==> src/rtl/sram_bist_pkg.sv <==
package sram_bist_pkg;
  typedef enum logic [2:0] {
    ST_IDLE,
    ST_WRITE,
    ST_READ,
    ST_CHECK,
    ST_PASS,
    ST_FAIL
  } state_e;
endpackage

==> src/rtl/sram_bist_addr_gen.sv <==
module sram_bist_addr_gen #(
  parameter int OFFS_W     = 16,
  parameter int BANK_DEPTH = 65536
) (
  input  logic              clk_i,
  input  logic              rst_ni,
  input  logic              clr_i,
  input  logic              step_i,
  output logic [OFFS_W-1:0] off_o,
  output logic              bank_o,
  output logic              final_o
);
  localparam logic [OFFS_W-1:0] LAST_OFF = OFFS_W'(BANK_DEPTH - 1);

  logic [OFFS_W-1:0] off_q;
  logic              bank_q;
  logic              last;

  generate
    if (BANK_DEPTH == (1 << OFFS_W)) begin : g_full
      assign last = &off_q;
    end else begin : g_short
      assign last = (off_q == LAST_OFF);
    end
  endgenerate

  always_ff @(posedge clk_i or negedge rst_ni) begin
    if (!rst_ni) begin
      off_q  <= '0;
      bank_q <= 1'b0;
    end else if (clr_i) begin
      off_q  <= '0;
      bank_q <= 1'b0;
    end else if (step_i) begin
      if (last) begin
        off_q  <= '0;
        bank_q <= 1'b1;
      end else begin
        off_q <= off_q + 1'b1;
      end
    end
  end

  assign off_o   = off_q;
  assign bank_o  = bank_q;
  assign final_o = last & bank_q;
endmodule

==> src/rtl/sram_bist_cmp.sv <==
module sram_bist_cmp #(
  parameter int              DATA_W  = 8,
  parameter logic [DATA_W-1:0] PATTERN = '1
) (
  input  logic              clk_i,
  input  logic              rst_ni,
  input  logic              clr_i,
  input  logic              load_i,
  input  logic [DATA_W-1:0] rdata_i,
  output logic [DATA_W-1:0] cap_o,
  output logic              mismatch_o
);
  logic [DATA_W-1:0] cap_q;

  // cleared ahead of each read so a stale byte never matches
  always_ff @(posedge clk_i or negedge rst_ni) begin
    if (!rst_ni)      cap_q <= '0;
    else if (clr_i)   cap_q <= '0;
    else if (load_i)  cap_q <= rdata_i;
  end

  assign cap_o      = cap_q;
  assign mismatch_o = (cap_q != PATTERN);
endmodule

==> src/rtl/sram_bist_ctrl.sv <==
module sram_bist_ctrl
  import sram_bist_pkg::*;
(
  input  logic   clk_i,
  input  logic   rst_ni,
  input  logic   start_i,
  input  logic   mem_done_i,
  input  logic   mismatch_i,
  input  logic   final_i,
  output state_e state_o,
  output logic   addr_clr_o,
  output logic   step_o,
  output logic   cap_clr_o,
  output logic   cap_load_o,
  output logic   fail_latch_o
);
  state_e state_q, state_d;

  always_comb begin
    state_d      = state_q;
    addr_clr_o   = 1'b0;
    step_o       = 1'b0;
    cap_clr_o    = 1'b0;
    cap_load_o   = 1'b0;
    fail_latch_o = 1'b0;
    unique case (state_q)
      ST_IDLE, ST_PASS, ST_FAIL: begin
        if (start_i) begin
          state_d    = ST_WRITE;
          addr_clr_o = 1'b1;
        end
      end
      ST_WRITE: begin
        if (mem_done_i) begin
          state_d   = ST_READ;
          cap_clr_o = 1'b1;
        end
      end
      ST_READ: begin
        if (mem_done_i) begin
          state_d    = ST_CHECK;
          cap_load_o = 1'b1;
        end
      end
      ST_CHECK: begin
        if (mismatch_i) begin
          state_d      = ST_FAIL;
          fail_latch_o = 1'b1;
        end else if (final_i) begin
          state_d = ST_PASS;
        end else begin
          state_d = ST_WRITE;
          step_o  = 1'b1;
        end
      end
      default: state_d = ST_IDLE;
    endcase
  end

  always_ff @(posedge clk_i or negedge rst_ni) begin
    if (!rst_ni) state_q <= ST_IDLE;
    else         state_q <= state_d;
  end

  assign state_o = state_q;
endmodule

==> src/rtl/sram_bist_seq.sv <==
module sram_bist_seq
  import sram_bist_pkg::*;
#(
  parameter int                OFFS_W     = 16,
  parameter int                DATA_W     = 8,
  parameter int                BANK_DEPTH = 65536,
  parameter logic [DATA_W-1:0] PATTERN    = '1
) (
  input  logic              clk_i,
  input  logic              rst_ni,
  input  logic              start_i,
  output logic              mem_req_o,
  output logic              mem_we_o,
  output logic [OFFS_W:0]   mem_addr_o,
  output logic [DATA_W-1:0] mem_wdata_o,
  input  logic              mem_done_i,
  input  logic [DATA_W-1:0] mem_rdata_i,
  output logic              done_o,
  output logic              pass_o,
  output logic              fail_o,
  output logic [OFFS_W:0]   fail_addr_o
);
  localparam int AW = OFFS_W + 1;

  state_e            state;
  logic              addr_clr, step, cap_clr, cap_load, fail_latch;
  logic [OFFS_W-1:0] off;
  logic              bank, final_loc, mismatch;
  logic [DATA_W-1:0] cap_q;
  logic [AW-1:0]     fail_addr_q;

  sram_bist_ctrl u_ctrl (
    .clk_i        (clk_i),
    .rst_ni       (rst_ni),
    .start_i      (start_i),
    .mem_done_i   (mem_done_i),
    .mismatch_i   (mismatch),
    .final_i      (final_loc),
    .state_o      (state),
    .addr_clr_o   (addr_clr),
    .step_o       (step),
    .cap_clr_o    (cap_clr),
    .cap_load_o   (cap_load),
    .fail_latch_o (fail_latch)
  );

  sram_bist_addr_gen #(
    .OFFS_W     (OFFS_W),
    .BANK_DEPTH (BANK_DEPTH)
  ) u_addr (
    .clk_i   (clk_i),
    .rst_ni  (rst_ni),
    .clr_i   (addr_clr),
    .step_i  (step),
    .off_o   (off),
    .bank_o  (bank),
    .final_o (final_loc)
  );

  sram_bist_cmp #(
    .DATA_W  (DATA_W),
    .PATTERN (PATTERN)
  ) u_cmp (
    .clk_i      (clk_i),
    .rst_ni     (rst_ni),
    .clr_i      (cap_clr),
    .load_i     (cap_load),
    .rdata_i    (mem_rdata_i),
    .cap_o      (cap_q),
    .mismatch_o (mismatch)
  );

  always_ff @(posedge clk_i or negedge rst_ni) begin
    if (!rst_ni)         fail_addr_q <= '0;
    else if (addr_clr)   fail_addr_q <= '0;
    else if (fail_latch) fail_addr_q <= {bank, off};
  end

  assign mem_req_o   = (state == ST_WRITE) || (state == ST_READ);
  assign mem_we_o    = (state == ST_WRITE);
  assign mem_addr_o  = {bank, off};
  assign mem_wdata_o = PATTERN;
  assign pass_o      = (state == ST_PASS);
  assign fail_o      = (state == ST_FAIL);
  assign done_o      = pass_o | fail_o;
  assign fail_addr_o = fail_addr_q;
endmodule

==> config.mk <==
export PLATFORM = sky130hd
export DESIGN_NAME = sram_bist_seq
export DESIGN_NICKNAME = d
export VERILOG_FILES = /design/src/rtl/sram_bist_pkg.sv /design/src/rtl/sram_bist_addr_gen.sv /design/src/rtl/sram_bist_cmp.sv /design/src/rtl/sram_bist_ctrl.sv /design/src/rtl/sram_bist_seq.sv
export SDC_FILE = /design/constraint.sdc
export NUM_CORES = 1
export LEC_CHECK = 0
export ABC_AREA = 1
export BUFFER_PORTS_ARGS = -buffer_cell sky130_fd_sc_hd__buf_2
export CORE_ASPECT_RATIO = 2
export CORE_MARGIN = 10
export CORE_UTILIZATION = 40
export DETAILED_ROUTE_END_ITERATION = 12
export MAX_ROUTING_LAYER = met4
export PLACE_DENSITY = 0.65
export SKIP_CTS_REPAIR_TIMING = 1
export SLEW_MARGIN = 20
export SYNTH_ARGS = -nofsm -noshare
export SYNTH_HDL_FRONTEND = slang
export SYNTH_SLANG_ARGS = --single-unit
==> constraint.sdc <==
create_clock -name clk_i -period 3.9 [get_ports clk_i]
set_input_delay 0.78 -clock clk_i [delete_from_list [all_inputs] [get_ports clk_i]]
set_output_delay 0.78 -clock clk_i [all_outputs]
set_load 0.01 [all_outputs]
==> key figures <==
Setup path
  – WS Path Type: flop to output pin
  – Req. time, crit path: 3120 ps
  – Worst-path cell chain: inv_2, nand2_1, inv_1, nand2_1, nand2_1, buf_2
  – Top cell family by delay on the critical path: simple AND/OR/NAND/NOR gates
  – Crit. path cell count: 6
  – Crit path max fanout: 11
  – CP max stage delay: 390 ps
  – Worst EP arrival: 1500 ps
  – Worst-case reg-to-reg path depth: 7
  – Cell mode on critical path: nand2_1
  – Crit end category: output pin
  – WP buf/inv: 3
  – Highest-delay cell along the critical path: dfrtp_1
  – Setup crit start kind: flop

Pwr
  – VDD IR-drop max: 0.4664 mV
  – Power Dens Cells: 630.9 nW/µm²
  – Final Total Pwr: 0.001794 W
  – Leak Pwr: 1.587 nW

CTS
  – H-tree Lvls: 2
  – CTS tree: done
  – Deepest clock path buffer count: 2
  – CTS Root Cell: clkbuf_16
  – TritonCTS buffer count: 5
  – Clock Latency Late Sink: 300 ps
  – Reg clk slew, reported paths: 70 ps
  – CTS sink cnt: 45

Yosys
  – Sequential element share of the synthesized area: 0.4562
  – Top cells by instance count after synthesis: nand2_1, nand3_1, dfrtp_1
  – Seq cells post-synth: 45
  – Mean post-synth cell area: 7.690 µm²
  – Yosys top cell area share: 0.4562
  – Count leader, synth: nand2_1
  – Post-synth cell types: 30
  – Post-synth top area cell: dfrtp_1
  – Synth async-reset ratio: 1.000
  – Main synth FF type: dfrtp_1
  – Post-Syn Area: 2469 µm²
  – YS warnings: 0
  – Number of synthesized flops with an enable pin: 0
  – Mapped Cells: 321
  – Area contributors post-synth: dfrtp_1, nand2_1, nand3_1

Global routing
  – Pin count of the biggest net entering global routing: 46
  – Overall Global Routing Usage: 0.1416
  – Gr ovfl total: 0
  – Initial antenna violation count: 0
  – Wire length of the first global-routing pass: 10.85 mm
  – Vias in the first global route: 2,230

Timing
  – Final worst slack: 1620 ps
  – RSZ-0062 raised after global routing: false
  – Fin Clk Skew: 12.52 ps
  – Final Slew Violations: 0
  – Max-slew headroom: 0.3814
  – Fin Setup TNS: 0 ps
  – Tightest Pin Transition: 924.5 ps
  – Final worst-path cycle share: 0.5847
  – Min Tclk post-route: 2280 ps
  – Final hold viol count: 0
  – Final setup fails: 0
  – Max Fclk: 0.4385 GHz
  – Min Hold Slack: 485.0 ps

Route
  – # DRC: 0
  – DRT Wirelength: 6.348 mm
  – Wl on met1: 2.466 mm
  – Top Metal Used: met4
  – Iteration count of the initial detailed-routing pass: 4
  – Met2 WL: 3.437 mm
  – Via density: 5.075
  – Initial DRC count: 117
  – Vias after detailed routing: 2,172
  – WL/cell: 14.83 µm
  – Routed wl met3: 271 µm
  – Post-DRT Antenna Nets: 0

Die
  – Site Rows: 40
  – Area of the core: 6006 µm²
  – Die Y: 131.1 µm
  – Initial core utilization: 0.4110
  – Die width: 75.55 µm
  – Die ar.: 9905 µm²
  – Top Ports: 59

Min path
  – HP Class: input port to asynchronous set/reset pin

Placed design
  – GP Congestion: 0.8884
  – PortBufs: 50
  – Place WS: 1521 ps
  – DPL Wire Length: 4.820 mm

Layout
  – Fraction of layout cells with a size suffix above 1: 0.2082
  – Fin util: 0.4733
  – N_diodes: 0
  – Fin nets: 377
  – Syn-to-layout area delta: 15.15%

Outcome
  – Outcome: finished clean

Run
  – Max-cap violation count: 0
report_power, final:
group	switching (W)	internal [W]	leakage, nW
clock	0.000194	0.000242	0.0708
combinational	0.000410	0.000203	0.903
sequential	0.000153	0.000591	0.613
kinds of logic (layout without fill, tap and decap cells):
kind of cell | Yosys count | in the layout | share of synthesized area
buf+inv | 49 | 86 | 0.09833
fa+ha+maj | 1 | 1 | 0.005068
xor+xnor | 6 | 6 | 0.02129
compound gates | 25 | 25 | 0.05119
simple gates | 194 | 194 | 0.3665
flops | 45 | 45 | 0.4562
other cells | 1 | 8 | 0.001519
flip-flops by register name, indices dropped and copies added (netlist names):
| signal | count |
|---|---|
| fail_addr_o | 17 |
| u_addr.off_o | 16 |
| u_cmp.cap_o | 8 |
| u_ctrl.state_o | 3 |
| u_addr.bank_o | 1 |
path summary, 6_finish.rpt:
kind,from,endpoint,slack (ps)
min reg2reg,u_cmp.cap_o[1],u_cmp.cap_o[1],490
min,rst_ni,u_cmp.cap_o[7],490
max in group asynchronous,rst_ni,fail_addr_o[0],3030
max reg2reg,u_ctrl.state_o[2],u_addr.off_o[13],1710
min in group clk_i,u_cmp.cap_o[1],u_cmp.cap_o[1],490
max,u_ctrl.state_o[2],mem_req_o,1620
layer usage:
layer  global-route usage  vias up
met2               0.2336       57
met5                    -        -
met4              0.06445        0
met3              0.03092       10
met1               0.1537     1005
li1                     -     1100
cell usage in the layout, fill, tap and decap left out, drive strengths merged:
cell	Yosys	final
a21oi	2	2
buf	17	51
clkbuf	5	5
clkinvlp	0	1
conb	1	8
dfrtp	45	45
ha	1	1
inv	27	29
nand2	97	97
nand3	55	55
nand4	7	7
nor2	30	30
nor3	2	2
nor3b	1	1
nor4	1	1
o21ai	22	22
o22ai	1	1
or2	1	1
xnor2	1	1
xor2	5	5
stage by stage:
stage | cells | area [µm²]
floorplan | 328 | 2495
global placement | 420 | 2690
detailed placement | 420 | 2690
CTS | 428 | 2840
global route | 428 | 2843
finish | 428 | 2843
area by class of cell:
class	instances	area, µm²
fillers	652	3163
flip-flops and latches	45	1126
multi-input cells	234	1126
repair buffers	51	260.3
clock buffers	5	125.1
inverters	27	101.3
well taps	63	78.83
clock inverters	3	25.02
(Power assumes the default switching activity.)
